[config.mk]
export PLATFORM = sky130hd
export DESIGN_NAME = rng_cmd_ctrl
export DESIGN_NICKNAME = d
export VERILOG_FILES = /design/src/rtl/rng_ctrl_pkg.sv /design/src/rtl/rng_lfsr_src.sv /design/src/rtl/rng_health.sv /design/src/rtl/rng_lifecycle.sv /design/src/rtl/rng_cmd_ctrl.sv
export SDC_FILE = /design/constraint.sdc
export NUM_CORES = 1
export LEC_CHECK = 0
export BUFFER_PORTS_ARGS = -buffer_cell sky130_fd_sc_hd__buf_2
export CORE_ASPECT_RATIO = 1.75
export CORE_MARGIN = 10
export CORE_UTILIZATION = 50
export DETAILED_ROUTE_END_ITERATION = 7
export HOLD_SLACK_MARGIN = 0.03
export PLACE_DENSITY = 0.8
export SLEW_MARGIN = 20
export SYNTH_ARGS = -nofsm -noshare
export SYNTH_HDL_FRONTEND = slang
export SYNTH_SLANG_ARGS = --single-unit
[constraint.sdc]
create_clock -name clk -period 2.76 [get_ports clk]
set_input_delay 0.69 -clock clk [delete_from_list [all_inputs] [get_ports clk]]
set_output_delay 0.69 -clock clk [all_outputs]
set_load 0.02 [all_outputs]
[src/rtl/rng_ctrl_pkg.sv]
// Shared command codes, status codes and lifecycle phases of the random
// word controller. Assumes 32-bit commands and one-byte status codes.
package rng_ctrl_pkg;
    localparam logic [31:0] CMD_RESET    = 32'h0000_0001;
    localparam logic [31:0] CMD_RELEASE  = 32'h0000_0002;
    localparam logic [31:0] CMD_ENABLE   = 32'h8000_0000;
    localparam logic [31:0] CMD_ZEROIZE  = 32'h8000_0004;
    localparam logic [31:0] CMD_ACK_ZERO = 32'h8000_0008;
    localparam logic [31:0] CMD_ACK_READ = 32'h8000_000F;

    localparam logic [7:0] STS_NONE    = 8'h00;
    localparam logic [7:0] STS_RST_ACK = 8'hAC;
    localparam logic [7:0] STS_PASS    = 8'h57;
    localparam logic [7:0] STS_FAIL    = 8'hFA;
    localparam logic [7:0] STS_AVAIL   = 8'hED;

    typedef enum logic [3:0] {
        PH_OFF, PH_RSTACK, PH_RELEASED, PH_ENABLED, PH_TEST,
        PH_PASS, PH_FAIL, PH_GEN, PH_AVAIL, PH_DRAINED
    } phase_t;
endpackage

[src/rtl/rng_lfsr_src.sv]
// Stand-in entropy source: a Fibonacci shift register, shifting left, whose
// feedback is the XOR of the state bits selected by TAPS.
// Assumes TAPS describes a maximal-length polynomial and SEED is nonzero.
module rng_lfsr_src #(
    parameter int          WIDTH = 32,
    parameter logic [31:0] SEED  = 32'hACE1_2468,
    parameter logic [31:0] TAPS  = 32'h8020_0003
) (
    input  logic             clk,
    input  logic             rst_n,
    input  logic             hold,
    output logic [WIDTH-1:0] value
);
    logic [WIDTH-1:0] state_q;
    logic             fb;

    // feedback bit from the tap mask
    always_comb fb = ^(state_q & TAPS[WIDTH-1:0]);

    // load the seed on reset, otherwise shift unless frozen
    always_ff @(posedge clk) begin
        if (!rst_n)     state_q <= SEED[WIDTH-1:0];
        else if (!hold) state_q <= {state_q[WIDTH-2:0], fb};
    end

    assign value = state_q;

    a_r12_never_zero: assert property (@(posedge clk) disable iff (!rst_n)
        $past(rst_n) |-> state_q != '0);
endmodule

[src/rtl/rng_health.sv]
// Startup health test: while run is high, takes WINDOW samples and flags a
// failure if any two consecutive samples are equal. Clears itself whenever
// run is low. done stays high once the window has been taken.
module rng_health #(
    parameter int WIDTH  = 32,
    parameter int WINDOW = 16
) (
    input  logic             clk,
    input  logic             rst_n,
    input  logic             run,
    input  logic [WIDTH-1:0] sample,
    output logic             done,
    output logic             fail
);
    localparam int CW = $clog2(WINDOW + 1);

    logic [CW-1:0]    cnt_q;
    logic [WIDTH-1:0] prev_q;
    logic             bad_q;

    // remember the previous sample for the repeat comparison
    always_ff @(posedge clk) begin
        if (!rst_n) prev_q <= '0;
        else        prev_q <= sample;
    end

    // count samples in the window and latch any repeat
    always_ff @(posedge clk) begin
        if (!rst_n || !run) begin
            cnt_q <= '0;
            bad_q <= 1'b0;
        end else if (cnt_q != CW'(WINDOW)) begin
            cnt_q <= cnt_q + 1'b1;
            if (cnt_q != '0 && sample == prev_q) bad_q <= 1'b1;
        end
    end

    assign done = (cnt_q == CW'(WINDOW));
    assign fail = bad_q;

    a_r5_window_bound: assert property (@(posedge clk) disable iff (!rst_n)
        cnt_q <= CW'(WINDOW));
    a_r5_idle_clear: assert property (@(posedge clk) disable iff (!rst_n)
        !run |=> cnt_q == '0 && !bad_q);
endmodule

[src/rtl/rng_lifecycle.sv]
// Lifecycle and operating state machine. Decodes command words, runs the
// bring-up order, waits for the health test, times word generation and
// holds the delivered word. The reset command wins over every other event.
module rng_lifecycle
    import rng_ctrl_pkg::*;
#(
    parameter int WIDTH      = 32,
    parameter int GEN_CYCLES = 32
) (
    input  logic             clk,
    input  logic             rst_n,
    input  logic             cmd_vld,
    input  logic [31:0]      cmd,
    input  logic             test_done,
    input  logic             test_fail,
    input  logic [WIDTH-1:0] src_word,
    output logic             test_run,
    output logic [7:0]       status,
    output logic [WIDTH-1:0] word
);
    localparam int GW = $clog2(GEN_CYCLES + 1);

    phase_t           ph_q, ph_d;
    logic [GW-1:0]    gcnt_q;
    logic [WIDTH-1:0] word_q;
    logic             is_rst;

    // reset command is honoured in any phase
    always_comb is_rst = cmd_vld && cmd == CMD_RESET;

    // next phase from current phase, command and test result
    always_comb begin
        ph_d = ph_q;
        if (is_rst) ph_d = PH_RSTACK;
        else begin
            case (ph_q)
                PH_RSTACK:   if (cmd_vld && cmd == CMD_RELEASE)  ph_d = PH_RELEASED;
                PH_RELEASED: if (cmd_vld && cmd == CMD_ENABLE)   ph_d = PH_ENABLED;
                PH_ENABLED:  if (cmd_vld && cmd == CMD_ZEROIZE)  ph_d = PH_TEST;
                PH_TEST:     if (test_done) ph_d = test_fail ? PH_FAIL : PH_PASS;
                PH_PASS:     if (cmd_vld && cmd == CMD_ACK_ZERO) ph_d = PH_GEN;
                PH_GEN:      if (gcnt_q == GW'(GEN_CYCLES - 1))   ph_d = PH_AVAIL;
                PH_AVAIL:    if (cmd_vld && cmd == CMD_ACK_READ) ph_d = PH_DRAINED;
                PH_DRAINED:  if (cmd_vld && cmd == CMD_ENABLE)   ph_d = PH_GEN;
                default:     ph_d = ph_q;
            endcase
        end
    end

    // phase register
    always_ff @(posedge clk) begin
        if (!rst_n) ph_q <= PH_OFF;
        else        ph_q <= ph_d;
    end

    // generation timer, counts only while staying in the generate phase
    always_ff @(posedge clk) begin
        if (!rst_n)                               gcnt_q <= '0;
        else if (ph_q == PH_GEN && ph_d == PH_GEN) gcnt_q <= gcnt_q + 1'b1;
        else                                      gcnt_q <= '0;
    end

    // held word: cleared by reset, captured at the end of generation
    always_ff @(posedge clk) begin
        if (!rst_n || is_rst)                      word_q <= '0;
        else if (ph_q == PH_GEN && ph_d == PH_AVAIL) word_q <= src_word;
    end

    // status byte per phase
    always_comb begin
        case (ph_q)
            PH_RSTACK: status = STS_RST_ACK;
            PH_PASS:   status = STS_PASS;
            PH_FAIL:   status = STS_FAIL;
            PH_AVAIL:  status = STS_AVAIL;
            default:   status = STS_NONE;
        endcase
    end

    assign test_run = (ph_q == PH_TEST);
    assign word     = word_q;

    a_r3_reset_ack: assert property (@(posedge clk) disable iff (!rst_n)
        is_rst |=> status == STS_RST_ACK && word_q == '0);
    a_r7_fail_sticky: assert property (@(posedge clk) disable iff (!rst_n)
        ph_q == PH_FAIL && !is_rst |=> ph_q == PH_FAIL);
    a_r9_hold_stable: assert property (@(posedge clk) disable iff (!rst_n)
        ph_q == PH_AVAIL && !is_rst && !(cmd_vld && cmd == CMD_ACK_READ)
        |=> ph_q == PH_AVAIL && $stable(word_q));
    a_r10_drained_wait: assert property (@(posedge clk) disable iff (!rst_n)
        ph_q == PH_DRAINED && !cmd_vld |=> ph_q == PH_DRAINED);
endmodule

[src/rtl/rng_cmd_ctrl.sv]
// Top of the random word controller: address decode for the command write
// and the word/status reads, wiring of source, health test and lifecycle.
// Assumes byte offsets 0 and 4 fit in ADDR_W bits.
module rng_cmd_ctrl
    import rng_ctrl_pkg::*;
#(
    parameter int          ADDR_W      = 3,
    parameter int          GEN_CYCLES  = 32,
    parameter int          TEST_WINDOW = 16,
    parameter logic [31:0] SEED        = 32'hACE1_2468,
    parameter logic [31:0] TAPS        = 32'h8020_0003
) (
    input  logic              clk,
    input  logic              rst_n,
    input  logic              wr_en,
    input  logic [ADDR_W-1:0] wr_addr,
    input  logic [31:0]       wr_data,
    input  logic [ADDR_W-1:0] rd_addr,
    output logic [31:0]       rd_data,
    input  logic              force_stuck
);
    localparam int WIDTH = 32;

    logic [WIDTH-1:0] src_word, held_word;
    logic             cmd_vld, test_run, test_done, test_fail;
    logic [7:0]       status;

    // only writes at offset 0 are commands
    always_comb cmd_vld = wr_en && wr_addr == ADDR_W'(0);

    rng_lfsr_src #(.WIDTH(WIDTH), .SEED(SEED), .TAPS(TAPS)) u_src (
        .clk(clk), .rst_n(rst_n), .hold(force_stuck), .value(src_word)
    );

    rng_health #(.WIDTH(WIDTH), .WINDOW(TEST_WINDOW)) u_health (
        .clk(clk), .rst_n(rst_n), .run(test_run), .sample(src_word),
        .done(test_done), .fail(test_fail)
    );

    rng_lifecycle #(.WIDTH(WIDTH), .GEN_CYCLES(GEN_CYCLES)) u_life (
        .clk(clk), .rst_n(rst_n), .cmd_vld(cmd_vld), .cmd(wr_data),
        .test_done(test_done), .test_fail(test_fail), .src_word(src_word),
        .test_run(test_run), .status(status), .word(held_word)
    );

    // read decode: word at 0, status at 4, zero elsewhere
    always_comb begin
        if (rd_addr == ADDR_W'(0))      rd_data = held_word;
        else if (rd_addr == ADDR_W'(4)) rd_data = {24'h0, status};
        else                            rd_data = '0;
    end

    a_r9_avail_nonzero: assert property (@(posedge clk) disable iff (!rst_n)
        status == STS_AVAIL |-> held_word != '0);
    a_r1_status_code: assert property (@(posedge clk) disable iff (!rst_n)
        status == STS_NONE || status == STS_RST_ACK || status == STS_PASS ||
        status == STS_FAIL || status == STS_AVAIL);
endmodule

==> Flow_metrics.wiki, run 1 <==
{| class="wikitable"
! Metric !! Value
|-
| Outcome || finished, final reports clean
|-
| Congestion Overflow GR || 0
|-
| Yosys warns || 0
|-
| Port Buffer Count || 73
|-
| Core area || 0.00979 mm²
|-
| Area of the mapped netlist || 0.00499 mm²
|-
| Post-detailed-route wirelength per cell || 16.2 µm
|-
| LEAKAGE || roughly 2.4 nW
|-
| Commonest register cell after synthesis || sky130_fd_sc_hd__dfxtp_1
|-
| Post-synthesis cell type count || 53
|-
| Worst supply voltage drop on vdd || 0.433 mV
|-
| Max Buffers Root-to-Sink || 2
|-
| Final-report max-slew violation count || 0
|-
| I/O pin total || 74
|-
| Data required time of the worst path || between 2 and 2.5 ns
|-
| Mapped Cells || 554
|-
| Max-cap violations || 0
|-
| Number of enable flip-flop cells after synthesis || 0
|-
| Sum Neg Setup Slack || 0 ns
|-
| Commonest cells post-synth || sky130_fd_sc_hd__dfxtp_1, sky130_fd_sc_hd__nand2_1, sky130_fd_sc_hd__and2_1, sky130_fd_sc_hd__mux2i_1, sky130_fd_sc_hd__nor2_1
|-
| Maximum fanout count along the critical path || 15
|-
| Final min period || 2.63 ns
|-
| H-tree levels || 3
|-
| Signal arrival time at the worst endpoint || 1.94 ns
|-
| Critical setup path kind || reg2out
|-
| Antenna violation net count after detailed routing || 0
|-
| Clk_skew || 0.00687 ns
|-
| Root buf cell || sky130_fd_sc_hd__clkbuf_16
|-
| Total routing usage reported by global routing || 17.0%
|-
| Most instantiated library cell after synthesis || sky130_fd_sc_hd__dfxtp_1
|-
| Net Count, Synth || about 600
|-
| Tightest slew margin relative to the limit || 52.1%
|-
| Final weighted congestion in routability-driven placement || 0.872
|-
| Layer with the highest usage after global routing || met2
|-
| Unrepaired setup endpoints after global routing || no
|-
| Number of placement rows || 48
|-
| Die span in y || 152 µm
|-
| Seq/Total Area, Yosys || 44.9%
|-
| Slack of the critical path || 0.132 ns
|-
| Largest net degree at the start of global routing || 34
|-
| Final net count || 667
|-
| Total die area || 0.0145 mm²
|-
| Fraction of final layout cells with drive strength greater than 1 || 19.6%
|-
| Global-route met1 utilization || 17.3%
|-
| Area share of the largest cell type after synthesis || 44.9%
|-
| Clock tree from TritonCTS || done
|-
| Worst slack, placed || 0.143 ns
|-
| Initial antenna violation count || 0
|-
| Top post-synthesis cells by area || sky130_fd_sc_hd__dfxtp_1, sky130_fd_sc_hd__and2_1, sky130_fd_sc_hd__mux2i_1
|-
| Period utilization || between 90% and 100%
|-
| Fmax || ~380 MHz
|-
| Area Overhead vs Synth || 15.6%
|-
| Via count of the first global-routing pass || 4,305
|-
| Kind of end point of the critical path || output port
|-
| Global-route wire length before repair || roughly 20,000 µm
|-
| Post-CTS repair timing setup buffer count || 0
|-
| Total length of routed wires || 12,200 µm
|-
| Clock buffers created by TritonCTS || 9
|-
| Remaining DRCs || 0
|-
| Measured slew at the worst slew-check pin || 0.718 ns
|-
| Clock latency at the later pin of the worst-skew pair || 0.35 ns
|-
| Number of hold buffers added after CTS || 0
|-
| TritonCTS sink count || 112
|-
| Areal power density over the cells || ~660 mW/mm²
|-
| Total via count in the routed design || 4,132
|-
| Fraction of registers with async set/reset || 0%
|-
| Worst Setup Start Kind || flip-flop
|-
| Final design area excluding fillers || 0.00577 mm²
|-
| Clock-pin slew of the registers on the worst-case setup and hold paths || 0.07 ns
|-
| Die extent in x || 95.5 µm
|-
| Met2 layer usage reported by global route || 30.8%
|-
| Average cell area after synthesis || 9.01 µm²
|-
| Largest area contributor in the netlist || sky130_fd_sc_hd__dfxtp_1
|-
| Total of flip-flops plus latches after synthesis || 112
|-
| Initial core utilization || 51.0%
|-
| Met3 global-route usage || 3.60%
|-
| Post-detailed-placement cell area || 0.00548 mm²
|-
| Detail Placement HPWL || 8810 µm
|-
| Iteration-0 DRC Markers || approximately 240
|-
| Final setup violation count || 0
|-
| Utilization of the core after routing || a little under 60%
|-
| Count of antenna diodes in the layout || 0
|-
| Count of endpoints failing hold in the final timing report || 0
|-
| Drt first pass iters || 4
|-
| Min-delay worst type || reg2reg
|-
| Average vias per placed instance || 5.49
|}
==> critical path, cell delays in order (launching register included) <==
cell and delay (ns):
sky130_fd_sc_hd__dfxtp_1 0.31, sky130_fd_sc_hd__buf_4 0.18, sky130_fd_sc_hd__nand2b_2 0.23, sky130_fd_sc_hd__mux2_2 0.27, sky130_fd_sc_hd__nor2_1 0.13, sky130_fd_sc_hd__o21ba_2 0.21
sky130_fd_sc_hd__a21o_1 0.10, sky130_fd_sc_hd__buf_2 0.15
==> kinds of logic (layout without fill, tap and decap cells) <==
kind of cell,after synthesis,after routing,share of synthesized area [%]
AND/OR/NAND/NOR,249,249,25.1
flip-flops,112,112,44.9
AO/OA/AOI/OAI,73,73,10.4
XOR/XNOR,44,44,7.72
buffers and inverters,39,112,4.26
multiplexers,34,34,6.85
adder cells (fa/ha/maj),3,3,0.752
==> per-stage QoR <==
step | total power, mW | instances | hold slack, ns
after floorplan | 2.33 | 554 | 0.425
after global placement | 2.51 | 736 | 0.436
after detailed placement | 2.54 | 736 | 0.445
after CTS | 3.79 | 752 | 0.456
after global routing | 3.97 | 752 | 0.476
final | 3.79 | 752 | 0.452
==> path summary, 6_finish.rpt <==
kind                           startpoint                            to  slack (ns)  depth (start not counted)
max reg2reg     u_life.ph_q[3]$_SDFF_PN0_   u_life.word[5]$_SDFFE_PP0P_        0.56                          6
min          u_life.word[20]$_SDFFE_PP0P_  u_life.word[20]$_SDFFE_PP0P_        0.45                          2
min reg2reg  u_life.word[20]$_SDFFE_PP0P_  u_life.word[20]$_SDFFE_PP0P_        0.45                          2
max             u_life.ph_q[2]$_SDFF_PN0_                    rd_data[5]        0.13                          7
==> cells in the final DEF (no fill, tap or decap), types with 6 or more instances in the layout <==
cell type,n
sky130_fd_sc_hd__buf_4,14
sky130_fd_sc_hd__and2_1,56
sky130_fd_sc_hd__nand2_1,85
sky130_fd_sc_hd__nor3_1,22
sky130_fd_sc_hd__nand3_1,8
sky130_fd_sc_hd__nor2_1,33
sky130_fd_sc_hd__a21o_1,6
sky130_fd_sc_hd__o21ai_0,8
sky130_fd_sc_hd__dfxtp_1,112
sky130_fd_sc_hd__inv_1,6
sky130_fd_sc_hd__a21oi_1,28
sky130_fd_sc_hd__nand4_1,10
sky130_fd_sc_hd__a21oi_2,9
sky130_fd_sc_hd__nor4_1,13
sky130_fd_sc_hd__clkbuf_16,9
sky130_fd_sc_hd__buf_2,73
sky130_fd_sc_hd__xor2_1,23
sky130_fd_sc_hd__xnor2_1,21
sky130_fd_sc_hd__mux2i_1,33
==> flip-flops by register name, summed over array words and instances, names as in the netlist <==
| name | cells |
|---|---|
| u_health.prev_q | 32 |
| u_health.fail | 1 |
| u_health.cnt_q | 5 |
| u_src.value | 32 |
| u_life.word | 32 |
| u_life.ph_q | 4 |
| u_life.gcnt_q | 6 |
==> layout make-up <==
type,count,area (µm²)
fillers,852,4020
multi-input cells,403,2540
flip-flops and latches,112,2240
repair buffers,89,510
clock buffers,12,256
well taps,125,156
clock inverters,4,33.8
inverters,7,26.3
==> per-layer routing <==
metal / vias up / part of all wire [%]
met3: 37 / 3.7
met4: 0 / 3.5
met1: 2002 / 38
li1: 2020 / -
met2: 73 / 54
met5: - / 0
==> power by group <==
part           internal, mW  switching, mW  total (mW)
combinational         0.300          0.445       0.746
sequential             1.70         0.0783        1.78
clock                 0.673          0.597        1.27
==> repair_timing <==
action	4_1_cts	5_1_grt
endpoints found under the setup margin	0	1
hold endpoints to repair	0	0
gates resized for setup	0	1
Note: power is estimated with default switching activity, not from simulation.
==> run 2: changes to the inputs <==
- SETUP_SLACK_MARGIN: unset -> 0.3
==> run 2 against run 1 <==
Critical path depth down 1. Global-route usage about the same. Power up 2.9%. Final cell count up 0.66%. Via count up 0.77%. Sequential share of layout area down 0.49 points. Non-clock buffer count up 5. Critical endpoint unchanged.
==> Flow_metrics.wiki, run 2 (synthesized netlist as in run 1, its figures left out) <==
{| class="wikitable"
! Metric !! Value
|-
| Outcome || finished, final reports clean
|-
| Area Overhead vs Synth || 17.4%
|-
| Min-delay worst type || reg2reg
|-
| Initial core utilization || 51.0%
|-
| Max-cap violations || 0
|-
| Number of placed cells counting well taps || 736
|-
| Initial antenna violation count || 0
|-
| Amount of wire on met2 after detailed routing || 6720 µm
|-
| Period utilization || 88.3%
|-
| Unrepaired setup endpoints after global routing || yes
|-
| Tightest slew margin relative to the limit || 52.2%
|-
| I/O pin total || 74
|-
| Congestion Overflow GR || 0
|-
| Fraction of final layout cells with drive strength greater than 1 || around a fifth
|-
| Hold Path Sink || u_life.word[20]$_SDFFE_PP0P_
|-
| Total die area || 0.0145 mm²
|-
| Total length of routed wires || ~12,000 µm
|-
| Critical setup path kind || reg2out
|-
| Clk_skew || 0.00820 ns
|-
| Core area || 0.00979 mm²
|-
| Antenna violation net count after detailed routing || 0
|-
| Final min period || 2.44 ns
|-
| Final weighted congestion in routability-driven placement || 0.872
|-
| Count of antenna diodes in the layout || 0
|-
| Maximum fanout count along the critical path || 3
|-
| Final-report max-slew violation count || 0
|-
| Clock latency at the later pin of the worst-skew pair || 0.35 ns
|-
| Signal arrival time at the worst endpoint || ~1.8 ns
|-
| Iteration-0 DRC Markers || 229
|-
| Post-detailed-placement cell area || around 0.0055 mm²
|-
| Via count of the first global-routing pass || roughly 4,300
|-
| Sum Neg Setup Slack || 0 ns
|-
| Buffers and inverters on the worst path || 1
|-
| Final design area excluding fillers || ~0.0059 mm²
|-
| Worst supply voltage drop on vdd || around 0.43 mV
|-
| Flop-to-flop setup slack || 0.53 ns
|-
| Root buf cell || sky130_fd_sc_hd__clkbuf_16
|-
| Total routing usage reported by global routing || approximately 17%
|-
| Clock buffers created by TritonCTS || 9
|-
| Count of endpoints failing hold in the final timing report || 0
|-
| FF-to-FF path depth || 7
|-
| Overall power consumption || ~3.9 mW
|-
| Leading cell type in the layout, fill and taps excluded || sky130_fd_sc_hd__dfxtp_1
|-
| Final net count || 672
|-
| Met1 Routed Length || 4700 µm
|-
| Remaining DRCs || 0
|-
| H-tree levels || 3
|-
| Commonest non-fill, non-tap cells in the layout || sky130_fd_sc_hd__dfxtp_1, sky130_fd_sc_hd__nand2_1, sky130_fd_sc_hd__buf_2
|-
| Worst Setup Start Kind || flip-flop
|-
| Number of stages on the worst hold path || 2
|-
| Reg-to-Reg End || u_life.word[5]$_SDFFE_PP0P_
|-
| Die extent in x || 95.5 µm
|-
| Worst path cell trace || or2b_4 > mux2_4 > nor2_4 > o21ba_4 > a21o_1 > buf_4
|-
| Fill cell count || 839
|-
| Minimum hold slack || approximately 0.45 ns
|-
| Data required time of the worst path || slightly above 2 ns
|-
| Launch point of the critical path || u_life.ph_q[2]$_SDFF_PN0_
|-
| Final setup violation count || 0
|-
| Uppermost metal layer occupied by signal nets || met4
|-
| Post-detailed-route wirelength per cell || 16.3 µm
|-
| Areal power density over the cells || 666 mW/mm²
|-
| Max Buffers Root-to-Sink || 2
|-
| Measured slew at the worst slew-check pin || 0.716 ns
|-
| Average vias per placed instance || 5.50
|-
| Startpoint of the lowest-slack hold path || u_life.word[20]$_SDFFE_PP0P_
|-
| Clock tree from TritonCTS || done
|-
| Global-route wire length before repair || 20,100 µm
|-
| Master of the slowest instance on the critical path || sky130_fd_sc_hd__dfxtp_2
|-
| Routed length on met3 || 552 µm
|-
| Total via count in the routed design || approximately 4,200
|-
| Non-filler cells in the finished layout || 757
|-
| Cell type group with the largest total delay on the critical path || simple AND/OR/NAND/NOR gates
|-
| LEAKAGE || around 2.4 nW
|-
| Die span in y || 152 µm
|-
| Fmax || approximately 400 MHz
|-
| Largest net degree at the start of global routing || 34
|-
| Detail Placement HPWL || about 8800 µm
|-
| Drt first pass iters || 4
|-
| Port Buffer Count || 73
|-
| Crit-path max cell delay || between 0.3 and 0.4 ns
|-
| Launch point of the worst reg-to-reg path || u_life.ph_q[2]$_SDFF_PN0_
|-
| Kind of end point of the critical path || output port
|-
| Number of placement rows || 48
|-
| Clock-pin slew of the registers on the worst-case setup and hold paths || 0.07 ns
|-
| Number of hold buffers added after CTS || 0
|-
| TritonCTS sink count || 112
|}
run 2: cell count changes in the layout (fill, tap and decap cells not counted), sizes merged:
cell,previous run,this run
buf,89,94
run 2: routing by layer:
| layer | up-vias | track usage (%) |
|---|---|---|
| met2 | 97 | 31.0 |
| met4 | 0 | 8.40 |
| met3 | 32 | 3.60 |
| met1 | 2008 | 17.3 |
| li1 | 2027 | - |
| met5 | - | 0 |
run 2: worst max path at each step:
stage / to / slack [ns] / cells after the start
floorplan: rd_data[6] / 0.41 / 6
global placement: u_life.word[0]$_SDFFE_PP0P_ / 0.18 / 6
detailed placement: u_life.word[7]$_SDFFE_PP0P_ / 0.14 / 6
CTS: rd_data[5] / 0.30 / 6
global route: rd_data[7] / 0.26 / 6
finish: rd_data[5] / 0.32 / 6
run 2: repair_timing:
action,4_1_cts,5_1_grt
buffers inserted,0,5
hold endpoints to repair,0,0
resized for setup,13,6
pin swaps,1,0
setup endpoints to repair,4,4
run 2: tightest hold or removal path, delay by kind of cell (launching register included):
family,cells,cell delay [ns]
AOI/OAI and AO/OA,1,0.05
DFF,1,0.31
and+or+nand+nor,1,0.05
run 2: layout make-up:
class                   count  area, µm²  share of cell area [%]
clock buffers              12        256                    4.38
clock inverters             4       33.8                   0.577
inverters                   7       27.5                   0.470
multi-input cells         403       2570                    43.9
flip-flops and latches    112       2250                    38.4
well taps                 125        156                    2.67
repair buffers             94        566                    9.65
run 2: power by group:
part / switching [mW] / total [mW] / internal (mW) / leakage, nW
logic: 0.477 / 0.849 / 0.373 / 1.37
registers: 0.0774 / 1.78 / 1.70 / 0.917
clock network: 0.598 / 1.27 / 0.673 / 0.140
total: 1.15 / 3.90 / 2.75 / 2.43
run 2: per-stage QoR:
| step | utilization [%] | setup WS (ns) |
|---|---|---|
| final | 59.8 | 0.323 |
| after global routing | 59.8 | 0.259 |
| after CTS | 59.3 | 0.302 |
| after detailed placement | 55.9 | 0.143 |
| after global placement | 55.9 | 0.179 |
| after floorplan | - | 0.412 |
